**src/rtl/ifm_pkg.sv**
```systemverilog
package ifm_pkg;

  localparam int NUM_RULES = 8;

  localparam int RULE_VALID_DROP = 0;
  localparam int RULE_ADDR_CHG   = 1;
  localparam int RULE_ERR_CHG    = 2;
  localparam int RULE_DATA_CHG   = 3;
  localparam int RULE_ERR_ENC    = 4;
  localparam int RULE_BR_ALIGN   = 5;
  localparam int RULE_RSP_IDLE   = 6;
  localparam int RULE_CNT_OVF    = 7;

  // Low two bits both set marks a 32-bit (uncompressed) instruction.
  function automatic logic is_full_width(input logic [1:0] opc_lsb);
    return (opc_lsb == 2'b11);
  endfunction

endpackage

```
**src/rtl/ifm_core_rules.sv**
```systemverilog
module ifm_core_rules #(
  parameter int ADDR_W = 32,
  parameter int DATA_W = 32
) (
  input  logic              clk,
  input  logic              rst_n,
  input  logic              branch,
  input  logic [ADDR_W-1:0] br_tgt,
  input  logic              valid,
  input  logic              ready,
  input  logic [ADDR_W-1:0] addr,
  input  logic [DATA_W-1:0] rdata,
  input  logic              err,
  input  logic              err_hi,
  output logic              hit_valid_drop,
  output logic              hit_addr_chg,
  output logic              hit_err_chg,
  output logic              hit_data_chg,
  output logic              hit_err_enc,
  output logic              hit_br_align,
  output logic              addr_known
);
  import ifm_pkg::*;

  localparam int HALF_W = DATA_W / 2;
  localparam logic [ADDR_W-1:0] ALIGN_MASK = ADDR_W'(1);

  // Captured view of the previous cycle
  logic              pend_q, pend_d;
  logic [ADDR_W-1:0] addr_q, addr_d;
  logic [DATA_W-1:0] data_q, data_d;
  logic              err_q, err_d;
  logic              errhi_q, errhi_d;
  logic              known_q, known_d;
  logic              cap_en;

  logic [HALF_W-1:0] lo_now, lo_prev, hi_now, hi_prev;
  logic              prev_full;
  logic              hold_chk;

  assign lo_now  = rdata[HALF_W-1:0];
  assign hi_now  = rdata[DATA_W-1:HALF_W];
  assign lo_prev = data_q[HALF_W-1:0];
  assign hi_prev = data_q[DATA_W-1:HALF_W];

  // Next state: capture on every presented beat
  always_comb begin
    cap_en  = valid;
    pend_d  = valid & ~ready & ~branch;
    addr_d  = addr;
    data_d  = rdata;
    err_d   = err;
    errhi_d = err_hi;

    known_d = known_q;
    if (branch) begin
      known_d = 1'b1;
    end else if (valid && ready && err) begin
      known_d = 1'b0;
    end
  end

  always_ff @(posedge clk or negedge rst_n) begin
    if (!rst_n) begin
      pend_q  <= 1'b0;
      known_q <= 1'b0;
    end else begin
      pend_q  <= pend_d;
      known_q <= known_d;
    end
  end

  always_ff @(posedge clk or negedge rst_n) begin
    if (!rst_n) begin
      addr_q  <= '0;
      data_q  <= '0;
      err_q   <= 1'b0;
      errhi_q <= 1'b0;
    end else if (cap_en) begin
      addr_q  <= addr_d;
      data_q  <= data_d;
      err_q   <= err_d;
      errhi_q <= errhi_d;
    end
  end

  // Rule evaluation against the captured pending beat
  always_comb begin
    prev_full = is_full_width(lo_prev[1:0]);
    hold_chk  = pend_q & valid;

    hit_valid_drop = pend_q & ~valid & ~branch;
    hit_addr_chg   = hold_chk & (addr != addr_q);
    hit_err_chg    = hold_chk & ((err != err_q) |
                                 (err_q & (err_hi != errhi_q)));
    hit_data_chg   = hold_chk & ~err_q &
                     ((lo_now != lo_prev) | (prev_full & (hi_now != hi_prev)));
    hit_err_enc    = valid & err & err_hi & ~is_full_width(lo_now[1:0]);
    hit_br_align   = branch & ((br_tgt & ALIGN_MASK) != '0);
  end

  assign addr_known = known_q;

endmodule

```
**src/rtl/ifm_bus_tracker.sv**
```systemverilog
module ifm_bus_tracker #(
  parameter int CNT_W = 32
) (
  input  logic             clk,
  input  logic             rst_n,
  input  logic             req,
  input  logic             gnt,
  input  logic             rvalid,
  output logic [CNT_W-1:0] cnt,
  output logic             hit_rsp_idle,
  output logic             hit_ovf
);
  localparam logic [CNT_W-1:0] CNT_MAX = {CNT_W{1'b1}};
  localparam logic [CNT_W-1:0] CNT_ONE = CNT_W'(1);

  logic [CNT_W-1:0] cnt_q, cnt_d;
  logic             cnt_en;
  logic             inc, dec;
  logic             at_zero, at_max;

  always_comb begin
    inc     = req & gnt;
    at_zero = (cnt_q == '0);
    at_max  = (cnt_q == CNT_MAX);
    dec     = rvalid & ~at_zero;

    cnt_en = 1'b0;
    cnt_d  = cnt_q;
    if (inc && !rvalid && !at_max) begin
      cnt_en = 1'b1;
      cnt_d  = cnt_q + CNT_ONE;
    end else if (dec && !inc) begin
      cnt_en = 1'b1;
      cnt_d  = cnt_q - CNT_ONE;
    end

    hit_rsp_idle = rvalid & at_zero;
    hit_ovf      = inc & ~rvalid & at_max;
  end

  always_ff @(posedge clk or negedge rst_n) begin
    if (!rst_n) begin
      cnt_q <= '0;
    end else if (cnt_en) begin
      cnt_q <= cnt_d;
    end
  end

  assign cnt = cnt_q;

endmodule

```
**src/rtl/ifm_sticky_bank.sv**
```systemverilog
module ifm_sticky_bank #(
  parameter int N = 8
) (
  input  logic         clk,
  input  logic         rst_n,
  input  logic         armed,
  input  logic [N-1:0] hit,
  output logic [N-1:0] flags,
  output logic         any
);
  logic [N-1:0] flag_q;

  for (genvar i = 0; i < N; i++) begin : g_flag
    logic set_en;
    assign set_en = armed & hit[i] & ~flag_q[i];

    always_ff @(posedge clk or negedge rst_n) begin
      if (!rst_n) begin
        flag_q[i] <= 1'b0;
      end else if (set_en) begin
        flag_q[i] <= 1'b1;
      end
    end
  end

  assign flags = flag_q;
  assign any   = |flag_q;

endmodule

```
**src/rtl/ifetch_proto_mon.sv**
```systemverilog
module ifetch_proto_mon #(
  parameter int ADDR_W = 32,
  parameter int DATA_W = 32,
  parameter int CNT_W  = 32
) (
  input  logic              clk,
  input  logic              rst_n,
  input  logic              cor_branch,
  input  logic [ADDR_W-1:0] cor_br_tgt,
  input  logic              cor_valid,
  input  logic              cor_ready,
  input  logic [ADDR_W-1:0] cor_addr,
  input  logic [DATA_W-1:0] cor_rdata,
  input  logic              cor_err,
  input  logic              cor_err_hi,
  input  logic              mem_req,
  input  logic              mem_gnt,
  input  logic              mem_rvalid,
  output logic              viol_valid_drop,
  output logic              viol_addr_chg,
  output logic              viol_err_chg,
  output logic              viol_data_chg,
  output logic              viol_err_enc,
  output logic              viol_br_align,
  output logic              viol_rsp_idle,
  output logic              viol_cnt_ovf,
  output logic              fail,
  output logic              addr_known,
  output logic [CNT_W-1:0]  out_cnt
);
  import ifm_pkg::*;

  logic                 armed_q, armed_d;
  logic [NUM_RULES-1:0] hit;
  logic [NUM_RULES-1:0] flags;

  // Rules start one edge after reset release
  assign armed_d = 1'b1;

  always_ff @(posedge clk or negedge rst_n) begin
    if (!rst_n) begin
      armed_q <= 1'b0;
    end else begin
      armed_q <= armed_d;
    end
  end

  ifm_core_rules #(
    .ADDR_W(ADDR_W),
    .DATA_W(DATA_W)
  ) u_core (
    .clk            (clk),
    .rst_n          (rst_n),
    .branch         (cor_branch),
    .br_tgt         (cor_br_tgt),
    .valid          (cor_valid),
    .ready          (cor_ready),
    .addr           (cor_addr),
    .rdata          (cor_rdata),
    .err            (cor_err),
    .err_hi         (cor_err_hi),
    .hit_valid_drop (hit[RULE_VALID_DROP]),
    .hit_addr_chg   (hit[RULE_ADDR_CHG]),
    .hit_err_chg    (hit[RULE_ERR_CHG]),
    .hit_data_chg   (hit[RULE_DATA_CHG]),
    .hit_err_enc    (hit[RULE_ERR_ENC]),
    .hit_br_align   (hit[RULE_BR_ALIGN]),
    .addr_known     (addr_known)
  );

  ifm_bus_tracker #(
    .CNT_W(CNT_W)
  ) u_bus (
    .clk          (clk),
    .rst_n        (rst_n),
    .req          (mem_req),
    .gnt          (mem_gnt),
    .rvalid       (mem_rvalid),
    .cnt          (out_cnt),
    .hit_rsp_idle (hit[RULE_RSP_IDLE]),
    .hit_ovf      (hit[RULE_CNT_OVF])
  );

  ifm_sticky_bank #(
    .N(NUM_RULES)
  ) u_flags (
    .clk   (clk),
    .rst_n (rst_n),
    .armed (armed_q),
    .hit   (hit),
    .flags (flags),
    .any   (fail)
  );

  assign viol_valid_drop = flags[RULE_VALID_DROP];
  assign viol_addr_chg   = flags[RULE_ADDR_CHG];
  assign viol_err_chg    = flags[RULE_ERR_CHG];
  assign viol_data_chg   = flags[RULE_DATA_CHG];
  assign viol_err_enc    = flags[RULE_ERR_ENC];
  assign viol_br_align   = flags[RULE_BR_ALIGN];
  assign viol_rsp_idle   = flags[RULE_RSP_IDLE];
  assign viol_cnt_ovf    = flags[RULE_CNT_OVF];

endmodule

```
**config.mk**
```make
export PLATFORM = sky130hd
export DESIGN_NAME = ifetch_proto_mon
export DESIGN_NICKNAME = d
export VERILOG_FILES = /design/src/rtl/ifm_pkg.sv /design/src/rtl/ifm_core_rules.sv /design/src/rtl/ifm_bus_tracker.sv /design/src/rtl/ifm_sticky_bank.sv /design/src/rtl/ifetch_proto_mon.sv
export SDC_FILE = /design/constraint.sdc
export NUM_CORES = 1
export LEC_CHECK = 0
export BUFFER_PORTS_ARGS = -buffer_cell sky130_fd_sc_hd__buf_4
export CORE_MARGIN = 1.5
export CORE_UTILIZATION = 40
export DETAILED_ROUTE_END_ITERATION = 7
export HOLD_SLACK_MARGIN = 0.08
export PLACE_DENSITY = 0.61
export SETUP_SLACK_MARGIN = 0.3
export SYNTH_ARGS = -nofsm -noshare
export SYNTH_HDL_FRONTEND = slang
export SYNTH_SLANG_ARGS = --single-unit
```
**constraint.sdc**
```tcl
create_clock -name clk -period 9.2 [get_ports clk]
set_input_delay 0.46 -clock clk [delete_from_list [all_inputs] [get_ports clk]]
set_output_delay 0.46 -clock clk [all_outputs]
set_load 0.005 [all_outputs]
```
==> impl_metrics.csv <==
group,metric,value,unit
outcome,run_status,"finished, final reports clean",
critical_path,worstPathMaxFanout,14,
yosys,synth.top_cells.by_area,"sky130_fd_sc_hd__dfrtp_1 40%, sky130_fd_sc_hd__mux2_2 11%, sky130_fd_sc_hd__xnor2_1 5.8%",
layout,most-common-layout-cells,"120 x sky130_fd_sc_hd__buf_4, 109 x sky130_fd_sc_hd__dfrtp_1, 66 x sky130_fd_sc_hd__mux2_2, 51 x sky130_fd_sc_hd__a21oi_1, 47 x sky130_fd_sc_hd__nor2_1",
yosys,postSynth.asyncResetShare,100.0,%
routing,postRouteAntennaNets,0,
layout,layout.area.seq,0.002728,mm2
sta,setup_repair_after_global_routing_missed_its_margin,"false",
clock_tree,clock_tree.root_cell,"sky130_fd_sc_hd__clkbuf_16",
critical_path,critical_path.startpoint,"u_bus.cnt[31]$_DFFE_PN0P_",
power,power,0.002195,W
critical_path,timing.critical_path.cells,"nand4_1, nor4_2, a21boi_2, inv_1, ha_1, a211oi_1, o211ai_1, a221oi_1, o211ai_1, a21boi_0, xor2_1, a21oi_1",
clock_tree,worstSkewPairLatency,0.36,ns
critical_path,cp_top_family,"compound AO/OA/AOI/OAI gates",
clock_tree,cts-htree-levels,3,
clock_tree,hold_buffers,0,
floorplan,rows,47,
layout,final_layout_size_suffix_gt1_share,29.20,%
critical_path,worst_case_register_to_register_setup_slack,5.11,ns
floorplan,fp.dieArea,0.01781,mm2
place,portBuffers,116,
floorplan,ios,148,
global_routing,grt_use_total,18.73,%
clock_tree,cts_post_setup_buffers_inserted,0,
floorplan,die-width,133.4,um
sta,worstMarginPinSlew,1.176,ns
routing,detailedRoute.firstPassIterationCount,6,
yosys,netlist_instances,654,
critical_path,worst-path-buf-inv,1,
routing,drtIter0Drc,288,
yosys,cell_area_after_synthesis,0.006807,mm2
critical_path,worst_path_largest_cell_delay,0.51,ns
routing,dr_total_vias,5394,
yosys,yosysTopAreaCell,"sky130_fd_sc_hd__dfrtp_1",
clock_tree,max-clock-path-buffers,2,
sta,setup-tns-final,0,ns
layout,final_nets,899,
sta,final.setup.worst_slack,5.110,ns
sta,final.hold.worst_slack,0.08649,ns
layout,final_area,0.008123,mm2
sta,hold_viol_final,0,
layout,antenna_cells_inserted,0,
sta,timing.final.crit_period,4.090,ns
critical_path,critPathRequiredTime,9.39,ns
clock_tree,clkTransAtPathRegs,0.07,ns
layout,layout-area-overhead-vs-synth,19.34,%
critical_path,cp_data_arrival_time,4.28,ns
global_routing,number_of_antenna_violations_at_the_first_check_in_global_routing,0,
yosys,dominantRegCellSynth,"sky130_fd_sc_hd__dfrtp_1",
routing,post_drt_wl_per_cell,16.50,um
floorplan,die_y,133.4,um
global_routing,overflow,0,
sta,final_min_period_over_clock_period,44.46,%
clock_tree,cts.repair.resized,0,
place,pre_cts_ws,5.139,ns
clock_tree,cts_buffers,9,
clock_tree,cts_tree,"done",
yosys,avgSynthCellArea,10.41,um2
critical_path,reg2reg_from,"u_bus.cnt[31]$_DFFE_PN0P_",
yosys,yosysSeqAreaShare,40.07,%
hold_path,min-delay-path-class,"in -> async",
yosys,synth_top_cell_area_share,40.07,%
yosys,synth-edff-count,0,
routing,total_routed_length,16.29,mm
critical_path,timing.reg2reg.worst_path_depth,12,
sta,maxClockFrequency,244.5,MHz
critical_path,setup.worst_path.end,"u_bus.cnt[21]$_DFFE_PN0P_",
place,dp_hpwl,12.16,mm
sta,slew_viol_final,0,
yosys,synth_cell_type_count,64,
layout,multi_input_comb_area,0.003891,mm2
critical_path,highest_delay_cell_along_the_critical_path,"sky130_fd_sc_hd__dfrtp_1",
yosys,synth.ff_latch_count,109,
critical_path,path_depth,12,
sta,finClkSkew,0.005806,ns
critical_path,worst-setup-path-type,"reg -> reg",
global_routing,grt_first_pass_wirelength,26.84,mm
critical_path,critical_path.startpoint_type,"flop",
yosys,ys.warnings.count,0,
yosys,nets_in_the_synthesized_netlist,791,
routing,drc,0,
power,vdd_ir_drop_max,0.0001355,V
place,gp_congestion,0.8848,
critical_path,worst_setup_path_end_kind,"flop",
layout,final.fill_count,1547,
sta,setup_viol,0,
global_routing,grt_max_degree,72,
critical_path,ff_to_ff_end,"u_bus.cnt[21]$_DFFE_PN0P_",
global_routing,grt_pass1_vias,5439,
run,timing.max_cap.violations,0,
layout,layout_commonest_cell,"sky130_fd_sc_hd__buf_4",
power,power_per_unit_of_standard_cell_area,270.2,mW/mm2
floorplan,floorplan.initialDensity,41.04,%
critical_path,timing.critical_path.mode_cell,"sky130_fd_sc_hd__o211ai_1",
sta,slew-limit-headroom,21.63,%
routing,route.detailed.vias_per_inst,5.465,
floorplan,core_area,0.01658,mm2
power,leak_pwr,3.439,nW
clock_tree,cts_sinks,109,
place,dpl_cell_area,0.007840,mm2
==> area by class of cell <==
| type | count | share of cell area, % |
|---|---|---|
| multi-input cells | 510 | 47.91 |
| well taps | 220 | 3.389 |
| clock buffers | 9 | 2.773 |
| clock inverters | 7 | 0.7086 |
| flip-flops and latches | 109 | 33.58 |
| inverters | 12 | 0.5545 |
| repair buffers | 120 | 11.09 |
==> through the flow <==
stage	util (%)	cells
6_report	48.98	987
3_5_place_dp	47.28	971
5_1_grt	48.98	987
3_3_place_gp	47.28	971
2_1_floorplan	-	654
4_1_cts	48.98	987
==> how the worst min path moves through the flow <==
stage,start,endpoint,slack [ns]
2_1_floorplan,rst_n,armed_q$_DFF_PN0_,0.16
3_3_place_gp,u_core.addr_known$_DFFE_PN0P_,u_core.addr_known$_DFFE_PN0P_,0.47
3_5_place_dp,u_core.addr_known$_DFFE_PN0P_,u_core.addr_known$_DFFE_PN0P_,0.48
4_1_cts,rst_n,u_core.addr_q[23]$_DFFE_PN0P_,0.11
5_1_grt,rst_n,u_core.addr_q[20]$_DFFE_PN0P_,0.14
6_report,rst_n,u_core.addr_q[23]$_DFFE_PN0P_,0.09
==> sequential cells by signal, summed over array words and instances (netlist names), 8 cells and up <==
register	flops
u_core.addr_q	32
u_core.data_q	32
u_flags.flags	8
u_bus.cnt	32
==> cell usage after synthesis (3+ instances only) <==
library cell                  n
sky130_fd_sc_hd__a21oi_1     51
sky130_fd_sc_hd__ha_1        30
sky130_fd_sc_hd__mux2_2      66
sky130_fd_sc_hd__nor3_1      12
sky130_fd_sc_hd__a31o_2       4
sky130_fd_sc_hd__buf_2        5
sky130_fd_sc_hd__o21a_1       4
sky130_fd_sc_hd__nand4_1     23
sky130_fd_sc_hd__o21ai_1      3
sky130_fd_sc_hd__nor4_1      21
sky130_fd_sc_hd__buf_6        5
sky130_fd_sc_hd__xnor2_1     45
sky130_fd_sc_hd__a2111oi_0    3
sky130_fd_sc_hd__and3_1       9
sky130_fd_sc_hd__a211oi_1     3
sky130_fd_sc_hd__nand3_1     12
sky130_fd_sc_hd__and4_1       4
sky130_fd_sc_hd__nand2b_1     3
sky130_fd_sc_hd__o21bai_1     7
sky130_fd_sc_hd__a31oi_1      3
sky130_fd_sc_hd__inv_1       12
sky130_fd_sc_hd__xor2_1      43
sky130_fd_sc_hd__a21o_1      16
sky130_fd_sc_hd__o211ai_1     5
sky130_fd_sc_hd__clkbuf_1    10
sky130_fd_sc_hd__o21ai_0     18
sky130_fd_sc_hd__and2_1       5
sky130_fd_sc_hd__nor2_1      47
sky130_fd_sc_hd__dfrtp_1    109
sky130_fd_sc_hd__nand2_1     34
==> per-layer routing <==
metal  up-vias  wire length, um  global-route usage, %
met4         0              335                  6.522
li1       2609                -                      -
met2       141             7510                  30.63
met1      2624             7615                  25.15
met5         -                0                      0
met3        20              823                  3.196
==> kinds of logic after synthesis <==
group           share of synthesized area, %
xor+xnor                               11.32
compound gates                         15.17
other cells                          0.05509
mux                                    11.07
simple gates                           13.75
flops                                  40.07
buf+inv                                2.757
fa+ha+maj                              5.809
==> power by group <==
group,switching (W),internal (W),total [W]
clock,0.000195,0.000189,0.000384
sequential,0.000137,0.000583,0.000720
combinational,0.000587,0.000504,0.00109
No activity file was read; power rests on OpenSTA's default activity.
